## config.mk

```make
export PLATFORM = sky130hd
export DESIGN_NAME = codec_regacc_ctrl
export DESIGN_NICKNAME = d
export VERILOG_FILES = /design/src/rtl/cra_pkg.sv /design/src/rtl/cra_lock.sv /design/src/rtl/cra_flags.sv /design/src/rtl/cra_rdtrack.sv /design/src/rtl/codec_regacc_ctrl.sv
export SDC_FILE = /design/constraint.sdc
export NUM_CORES = 1
export LEC_CHECK = 0
export ABC_AREA = 0
export ABC_CLOCK_PERIOD_IN_PS = 2350
export BUFFER_PORTS_ARGS = -buffer_cell sky130_fd_sc_hd__buf_2
export CORE_UTILIZATION = 31
export DETAILED_ROUTE_END_ITERATION = 10
export SYNTH_ARGS = -nofsm -noshare
export SYNTH_HDL_FRONTEND = slang
export SYNTH_HIERARCHICAL = 1
export SYNTH_SLANG_ARGS = --single-unit
```

## constraint.sdc

```tcl
create_clock -name clk -period 2.35 [get_ports clk]
set_input_delay 0.235 -clock clk [delete_from_list [all_inputs] [get_ports clk]]
set_output_delay 0.235 -clock clk [all_outputs]
set_load 0.005 [all_outputs]
```

## src/rtl/cra_pkg.sv

```systemverilog
package cra_pkg;
   localparam int FLAG_WDONE = 0;
   localparam int FLAG_RDONE = 1;
   localparam int NUM_FLAGS  = 2;
   localparam int NUM_CODECS = 2;
   localparam logic SEL_LOCK = 1'b0;
   localparam logic SEL_STAT = 1'b1;

   typedef enum logic [2:0] {
      ACC_NONE,
      ACC_LOCK_RD,
      ACC_LOCK_WR,
      ACC_STAT_RD,
      ACC_STAT_WR,
      ACC_CODEC_RD,
      ACC_CODEC_WR
   } acc_e;
endpackage

```

## src/rtl/cra_lock.sv

```systemverilog
module cra_lock (
   input  logic clk,
   input  logic rst_n,
   input  logic take,
   input  logic sw_clear,
   input  logic hw_release,
   output logic lock_q
);
   always_ff @(posedge clk) begin
      if (!rst_n)
         lock_q <= 1'b0;
      else if (take)
         lock_q <= 1'b1;
      else if (sw_clear || hw_release)
         lock_q <= 1'b0;
   end
endmodule

```

## src/rtl/cra_flags.sv

```systemverilog
module cra_flags #(
   parameter int N = 2
) (
   input  logic         clk,
   input  logic         rst_n,
   input  logic [N-1:0] set,
   input  logic [N-1:0] clr,
   output logic [N-1:0] q
);
   for (genvar g = 0; g < N; g++) begin : g_flag
      always_ff @(posedge clk) begin
         if (!rst_n)
            q[g] <= 1'b0;
         else if (set[g])
            q[g] <= 1'b1;
         else if (clr[g])
            q[g] <= 1'b0;
      end
   end
endmodule

```

## src/rtl/cra_rdtrack.sv

```systemverilog
module cra_rdtrack #(
   parameter int ADDR_W     = 7,
   parameter int DATA_W     = 16,
   parameter int BUS_DW     = 32,
   parameter int TMO_FRAMES = 4,
   localparam int CNT_W     = $clog2(TMO_FRAMES + 1)
) (
   input  logic              clk,
   input  logic              rst_n,
   input  logic              issue_rd,
   input  logic [ADDR_W-1:0] issue_addr,
   input  logic              frm_sync,
   input  logic              rsp_valid,
   input  logic [ADDR_W-1:0] rsp_addr,
   input  logic [DATA_W-1:0] rsp_data,
   output logic [BUS_DW-1:0] rd_buf,
   output logic              rd_done,
   output logic [CNT_W-1:0]  tmo_cnt
);
   localparam logic [BUS_DW-1:0] SENTINEL = BUS_DW'({DATA_W{1'b1}});
   localparam logic [CNT_W-1:0]  LAST_TICK = CNT_W'(TMO_FRAMES - 1);

   logic              waiting_q;
   logic [ADDR_W-1:0] exp_addr_q;
   logic              match, tick, expire;

   assign match   = waiting_q && rsp_valid && (rsp_addr == exp_addr_q);
   assign tick    = waiting_q && frm_sync && !match;
   assign expire  = tick && (tmo_cnt == LAST_TICK);
   assign rd_done = match || expire;

   always_ff @(posedge clk) begin
      if (!rst_n) begin
         waiting_q  <= 1'b0;
         exp_addr_q <= '0;
         tmo_cnt    <= '0;
      end else if (issue_rd) begin
         waiting_q  <= 1'b1;
         exp_addr_q <= issue_addr;
         tmo_cnt    <= '0;
      end else if (rd_done) begin
         waiting_q  <= 1'b0;
         tmo_cnt    <= '0;
      end else if (tick) begin
         tmo_cnt    <= tmo_cnt + 1'b1;
      end
   end

   always_ff @(posedge clk) begin
      if (!rst_n)
         rd_buf <= '0;
      else if (match)
         rd_buf <= BUS_DW'(rsp_data);
      else if (expire)
         rd_buf <= SENTINEL;
   end
endmodule

```

## src/rtl/codec_regacc_ctrl.sv

```systemverilog
module codec_regacc_ctrl #(
   parameter int ADDR_W     = 7,
   parameter int DATA_W     = 16,
   parameter int BUS_AW     = 8,
   parameter int BUS_DW     = 32,
   parameter int TMO_FRAMES = 4,
   localparam int CNT_W     = $clog2(TMO_FRAMES + 1)
) (
   input  logic              clk,
   input  logic              rst_n,
   input  logic              bus_req,
   input  logic              bus_we,
   input  logic [BUS_AW-1:0] bus_addr,
   input  logic [BUS_DW-1:0] bus_wdata,
   output logic [BUS_DW-1:0] bus_rdata,
   output logic              bus_ack,
   input  logic              frm_sync,
   input  logic [1:0]        codec_rdy,
   output logic              cmd_valid,
   output logic              cmd_rd,
   output logic [ADDR_W-1:0] cmd_addr,
   output logic [DATA_W-1:0] cmd_data,
   input  logic              rsp_valid,
   input  logic [ADDR_W-1:0] rsp_addr,
   input  logic [DATA_W-1:0] rsp_data
);
   import cra_pkg::*;

   if (BUS_AW < ADDR_W + 1) begin : g_bad_aw
      $error("BUS_AW must leave one bit above the codec address");
   end
   if (BUS_DW < DATA_W || BUS_DW < NUM_FLAGS + NUM_CODECS) begin : g_bad_dw
      $error("BUS_DW too narrow for codec data or status");
   end
   if (TMO_FRAMES < 1) begin : g_bad_tmo
      $error("TMO_FRAMES must be at least 1");
   end

   acc_e                  acc;
   logic                  win, issue, rd_done, lock_q;
   logic [NUM_FLAGS-1:0]  flag_set, flag_clr, flags_q;
   logic [NUM_CODECS-1:0] rdy_q;
   logic [BUS_DW-1:0]     rd_buf;
   logic [CNT_W-1:0]      tmo_cnt;
   logic                  unused_wdata;

   assign unused_wdata = ^bus_wdata[BUS_DW-1:DATA_W];

   // ---- bus decode and stall ----
   assign win     = bus_addr[BUS_AW-1];
   assign bus_ack = bus_req && !(win && cmd_valid);

   always_comb begin
      acc = ACC_NONE;
      if (bus_req && bus_ack) begin
         if (win)
            acc = bus_we ? ACC_CODEC_WR : ACC_CODEC_RD;
         else if (bus_addr[0] == SEL_LOCK)
            acc = bus_we ? ACC_LOCK_WR : ACC_LOCK_RD;
         else
            acc = bus_we ? ACC_STAT_WR : ACC_STAT_RD;
      end
   end

   always_comb begin
      bus_rdata = '0;
      if (win)
         bus_rdata = rd_buf;
      else if (bus_addr[0] == SEL_LOCK)
         bus_rdata = BUS_DW'(lock_q);
      else
         bus_rdata = BUS_DW'({rdy_q, flags_q});
   end

   // ---- single command slot toward the framer ----
   assign issue = frm_sync && cmd_valid;

   always_ff @(posedge clk) begin
      if (!rst_n) begin
         cmd_valid <= 1'b0;
         cmd_rd    <= 1'b0;
         cmd_addr  <= '0;
         cmd_data  <= '0;
      end else if (acc == ACC_CODEC_WR || acc == ACC_CODEC_RD) begin
         cmd_valid <= 1'b1;
         cmd_rd    <= (acc == ACC_CODEC_RD);
         cmd_addr  <= bus_addr[ADDR_W-1:0];
         cmd_data  <= (acc == ACC_CODEC_WR) ? bus_wdata[DATA_W-1:0] : '0;
      end else if (issue) begin
         cmd_valid <= 1'b0;
      end
   end

   // ---- read tracking with frame-sync timeout ----
   cra_rdtrack #(
      .ADDR_W(ADDR_W), .DATA_W(DATA_W), .BUS_DW(BUS_DW), .TMO_FRAMES(TMO_FRAMES)
   ) rdtrack_i (
      .clk       (clk),
      .rst_n     (rst_n),
      .issue_rd  (issue && cmd_rd),
      .issue_addr(cmd_addr),
      .frm_sync  (frm_sync),
      .rsp_valid (rsp_valid),
      .rsp_addr  (rsp_addr),
      .rsp_data  (rsp_data),
      .rd_buf    (rd_buf),
      .rd_done   (rd_done),
      .tmo_cnt   (tmo_cnt)
   );

   // ---- access lock ----
   cra_lock lock_i (
      .clk       (clk),
      .rst_n     (rst_n),
      .take      (acc == ACC_LOCK_RD),
      .sw_clear  (acc == ACC_LOCK_WR && !bus_wdata[0]),
      .hw_release((issue && !cmd_rd) || rd_done),
      .lock_q    (lock_q)
   );

   // ---- sticky completion flags ----
   always_comb begin
      flag_set             = '0;
      flag_set[FLAG_WDONE] = issue && !cmd_rd;
      flag_set[FLAG_RDONE] = rd_done;
      flag_clr             = (acc == ACC_STAT_WR) ? bus_wdata[NUM_FLAGS-1:0] : '0;
   end

   cra_flags #(.N(NUM_FLAGS)) flags_i (
      .clk  (clk),
      .rst_n(rst_n),
      .set  (flag_set),
      .clr  (flag_clr),
      .q    (flags_q)
   );

   // ---- per-codec ready capture ----
   for (genvar g = 0; g < NUM_CODECS; g++) begin : g_rdy
      always_ff @(posedge clk) begin
         if (!rst_n)
            rdy_q[g] <= 1'b0;
         else if (frm_sync)
            rdy_q[g] <= codec_rdy[g];
      end
   end
endmodule

```

* After elaboration in Yosys (flattened, before gate mapping)
Cells that the tools add are included.
** Word-level totals
- Bits in registers :: 57
- Input bits :: 71
- Output and inout bits :: 58
- Word-level logic and storage cells :: 71
** Operators by class
- Add/subtract/negate cells :: 1
- Equal/unequal tests :: 7
- Muxes and demuxes :: 22
- Bitwise operators :: 1
- Reductions and logical operators :: 27
** Operator list (number)
- 2-to-1 mux 16 bit :: 4
- logical AND 1 bit :: 12
- 2-to-1 mux 3 bit :: 4
- nonzero test 2 bit :: 6
- 2-to-1 mux 1 bit :: 10
- == test 3 bit, second input constant :: 3
- == test 7 bit :: 1
- == test 3 x 2 -> 1 bit, second input constant :: 2
- 2-to-1 mux 2 bit :: 3
- logical NOT 1 bit :: 4
- logical OR 1 bit :: 4
- 2-to-1 mux 4 bit :: 1
- adder 3 x 1 -> 3 bit, second input constant :: 1
- == test 3 x 1 -> 1 bit, second input constant :: 1
- OR reduction 3 bit :: 1
- NOT 1 bit :: 1

* Depth between registers and ports, before layout
- Word-level depth :: 10
- Gate-level depth with buffers :: 9
- Depth with buffers taken out :: 7

* Cells and area by module
Netlist, hierarchy kept.
** Modules (own cells, without submodules)
- codec_regacc_ctrl :: times used 1, cells an instance 179, area each 1440.1 µm², sequential area each 540.5 µm²
- cra_rdtrack :: times used 1, cells an instance 145, area each 1346.3 µm², sequential area each 540.5 µm²
- cra_flags :: times used 1, cells an instance 6, area each 82.6 µm², sequential area each 40.0 µm²
- cra_lock :: times used 1, cells an instance 3, area each 40.0 µm², sequential area each 20.0 µm²

* Worst setup path after synthesis
No wires, ideal clock.
- Path kind :: register -> register
- Start point :: reg rdtrack_i.tmo_cnt[0]
- End point :: reg lock_i.lock_q
- Setup time :: 0.058 ns
- Arrival :: 2.043 ns
- Data required time :: 2.292 ns
- Path slack :: 0.249 ns
- Cell stages (with the launch flop) :: 10
- Buffers on the path :: 2
- Clock period less this slack :: 2.101 ns
- Path through :: dfxtp_1 ha_1 ha_1 and3_1 buf_2 clkbuf_1 or2_2 or2_2 nor3b_2 o21a_1
** Between the ends
- Word-level cells in the longest chain between the ends :: 6
** RTL lines
- start, declared :: line cra_rdtrack.sv:18 : output logic [CNT_W-1:0] tmo_cnt
- start signal, assigned :: line cra_rdtrack.sv:45 : tmo_cnt <= tmo_cnt + 1'b1;
- == test 3 x 2 -> 1 bit :: line cra_rdtrack.sv:29 : assign expire = tick && (tmo_cnt == LAST_TICK);
- logical AND 1 bit :: line cra_rdtrack.sv:29
- logical OR 1 bit :: line cra_rdtrack.sv:30 : assign rd_done = match || expire;
- via flag_set[1] :: line codec_regacc_ctrl.sv:41 : logic [NUM_FLAGS-1:0] flag_set, flag_clr, flags_q;
- logical OR 1 bit :: line codec_regacc_ctrl.sv:117 : .hw_release((issue && !cmd_rd) || rd_done),
- logical OR 1 bit :: line cra_lock.sv:14 : else if (sw_clear || hw_release)
- nonzero test 2 bit (no source line)
- end signal, assigned :: line cra_lock.sv:11 : lock_q <= 1'b0;
- end signal, assigned :: line cra_lock.sv:13 : lock_q <= 1'b1;
- end signal, assigned :: line cra_lock.sv:15 : lock_q <= 1'b0;
- end, declared :: line cra_lock.sv:7 : output logic lock_q
The timed path passes the listed nets, and every way through them passes these cells.
A chain may end at the register's enable or synchronous reset.

* Worst setup path after layout
Ends and elaborated chain as after synthesis.

==> flow_summary.json <==
{
  "status": "complete, no violations",
  "critPathRequiredTime_ns": 2.62,
  "hold_buffers": 0,
  "worstHoldPathType": "in -> reg",
  "portBuffers": 96,
  "async_flop_share": 0,
  "grt_max_degree": 44,
  "num_vias": 2403,
  "gp_congestion": 0.7083,
  "regToRegStartpoint": "rdtrack_i/tmo_cnt[0]$_SDFFE_PP0P_",
  "h-tree-depth": 3,
  "netlist_area_um2": 2909,
  "rr_endpoint": "lock_i/lock_q$_SDFFE_PN0P_",
  "max-cap-violations": 0,
  "clkTransAtPathRegs_ns": 0.08,
  "avgSynthCellArea_um2": 8.736,
  "dpl.hpwl_um": 4655,
  "grt-ovfl-total": 0,
  "tightestPinTransition_ns": 0.5864,
  "cts_root_buf": "clkbuf_8",
  "skew_ns": 0.01162,
  "worstPathMaxFanout": 5,
  "ant_nets": 0,
  "route.detailed.drc": 0,
  "synthDistinctLibCells": 40,
  "drive_gt1_frac": 0.3037,
  "first_iter_violations": 89,
  "fp.dieW_um": 98.87,
  "timing.reg2reg.setup_slack_ns": 0.41,
  "clk_path_buf_depth": 2,
  "reg2reg_depth": 7,
  "synth_edf_count": 0,
  "die_h_um": 98.87,
  "final_util": 0.4043,
  "die-area_um2": 9775,
  "rows": 34,
  "slew_violations": 0,
  "hold_violations": 0,
  "io_pins": 129,
  "wl_per_cell_um": 12.25,
  "synth.area.top_cells": "dfxtp_1 (39%), mux2i_1 (11%), nand2_1 (9.5%)",
  "grt_use_total": 0.1386,
  "drt_wl_total_um": 6567,
  "yosysWarnings": 6,
  "synth_seq_area_share": 0.3923,
  "worstSetupEndpointType": "register",
  "cts_tree": "yes",
  "relSlewSlack": 0.6091,
  "routed_via_density": 4.483,
  "synth.largest_area_cell": "dfxtp_1",
  "critPathLaunchType": "register",
  "layout.nets": 497,
  "ys_seq_elements": 57,
  "netlist_instances": 333,
  "firstDrtPassIters": 4,
  "setup_viol": 0,
  "grt_pass1_wl_um": 10700,
  "tns_ns": 0,
  "initial_core_util": 0.3272,
  "fin_crit_sh": 0.8242,
  "synthFlopType": "dfxtp_1",
  "hold_path_depth": 3,
  "postCtsSetupBuffers": 0,
  "arrival_ns": 2.21,
  "crit_type": "reg -> reg",
  "fin_crit_ns": 1.937,
  "grt_antenna_before_repair": 0,
  "cts_buffers": 9,
  "cts.sinks": 57,
  "maxClockFrequency_mhz": 516.3,
  "min_to": "cmd_addr[5]$_SDFFE_PN0P_",
  "rsz0062_at_grt": "no",
  "insertedDiodeCount": 0,
  "ir_drop_mv": 0.3180,
  "p_per_area_nw_per_um2": 603.6,
  "grt_pass1_vias": 2180,
  "p_leak_nw": 1.600,
  "core_area_um2": 8891,
  "ctsResizeCount": 0,
  "area_growth_pct": 23.57,
  "insertion_delay_ns": 0.34,
  "worstHoldStart": "bus_addr[5]",
  "synth_top_area_share": 0.3923
}
[worst max-delay path, cell delays in order, from the launching register on]
cell and delay (ns):
dfxtp_1 0.33, ha_1 0.20, ha_1 0.23, and3_1 0.21, or2_2 0.31, or2_2 0.31
nor3b_2 0.17, o21a_1 0.12
[how the worst max path moves through the flow]
stage | slack (ns) | from | end | cells after the start
final | 0.41 | rdtrack_i/tmo_cnt[0]$_SDFFE_PP0P_ | lock_i/lock_q$_SDFFE_PN0P_ | 7
after global routing | 0.29 | rdtrack_i/tmo_cnt[0]$_SDFFE_PP0P_ | lock_i/lock_q$_SDFFE_PN0P_ | 7
after CTS | 0.42 | rdtrack_i/tmo_cnt[0]$_SDFFE_PP0P_ | lock_i/lock_q$_SDFFE_PN0P_ | 7
after detailed placement | 0.44 | rdtrack_i/tmo_cnt[0]$_SDFFE_PP0P_ | lock_i/lock_q$_SDFFE_PN0P_ | 7
after global placement | 0.47 | rdtrack_i/tmo_cnt[0]$_SDFFE_PP0P_ | lock_i/lock_q$_SDFFE_PN0P_ | 7
after floorplan | 0.25 | rdtrack_i/tmo_cnt[0]$_SDFFE_PP0P_ | lock_i/lock_q$_SDFFE_PN0P_ | 9
[stage by stage]
| stage | total power, mW | area, µm² | setup slack [ns] | cells | hold slack [ns] |
|---|---|---|---|---|---|
| after floorplan | 1.179 | 2965 | 0.2491 | 348 | 0.3525 |
| after global placement | 1.256 | 3393 | 0.4732 | 520 | 0.4504 |
| after detailed placement | 1.259 | 3393 | 0.4376 | 520 | 0.4542 |
| after CTS | 2.201 | 3595 | 0.4184 | 536 | 0.1214 |
| after global routing | 2.274 | 3595 | 0.2923 | 536 | 0.1295 |
| final | 2.170 | 3595 | 0.4132 | 536 | 0.1406 |
[placed cells by master, fill, tap and decap left out, drive strengths merged, types with 2 or more instances in the layout]
master,netlist,final
xor2,3,3
nand2b,3,3
nand2,74,74
xnor2,5,5
nor3,5,5
mux2i,33,33
o22ai,16,16
conb,1,16
a21oi,3,3
or2,2,2
clkinv,0,3
clkbuf,13,9
inv,2,4
buf,24,102
nor3b,3,3
nand3,2,2
and2,30,30
nor2b,13,13
and3,2,2
o21ai,21,21
dfxtp,57,57
o21a,4,4
nor4,3,3
ha,3,3
[cells by family (layout without fill, tap and decap cells)]
logic type | Yosys count | in the layout | share of synthesized area
AND/OR/NAND/NOR | 142 | 142 | 0.2551
flip-flops | 57 | 57 | 0.3923
AO/OA/AOI/OAI | 49 | 49 | 0.1114
buffers and inverters | 40 | 120 | 0.08688
multiplexers | 33 | 33 | 0.1135
XOR/XNOR | 8 | 8 | 0.02667
adder cells (fa/ha/maj) | 3 | 3 | 0.01290
other | 1 | 16 | 0.001289
[metal layers]
layer / up-vias / share of wire / track usage
li1: 1257 / - / -
met1: 1042 / 0.49 / 0.1841
met2: 100 / 0.42 / 0.2055
met3: 4 / 0.087 / 0.05390
met4: 0 / 0.0056 / 0.04478
met5: - / 0 / 0
[synthesized netlist by cell type (2+ instances only)]
master,instances
a21oi_1,3
xnor2_1,5
buf_4,17
or2_2,2
o22ai_1,16
nor4_1,2
nand3_1,2
nand2b_1,3
xor2_1,2
and2_1,30
nor2b_1,11
and3_1,2
dfxtp_1,57
nor3b_1,2
inv_1,2
mux2i_1,33
nor2b_4,2
nand2_1,74
o21a_1,4
nor3_1,5
ha_1,3
clkbuf_1,13
o21ai_0,21
buf_2,3
buf_6,4
[state kept, by name, summed over array words and instances (netlist names)]
register,flops
cmd_data,16
flags_i/q,2
rdtrack_i/exp_addr_q,7
cmd_addr,7
rdtrack_i/waiting_q,1
rdy_q,2
cmd_valid,1
cmd_rd,1
rdtrack_i/rd_buf,16
lock_i/lock_q,1
rdtrack_i/tmo_cnt,3
[power by group]
part | switching (mW) | internal [mW]
Combinational | 0.123 | 0.110
Clock | 0.436 | 0.498
Sequential | 0.0148 | 0.988
[layout make-up]
type	instances	area [µm²]
tap	108	135.1
multi-input combinational	251	1572
clock buffer	9	123.9
inverter	2	7.507
fill	904	5296
clock inverter	7	77.57
sequential	57	1141
timing repair buffer	102	538.0
Power figures use the tool's default switching activity.
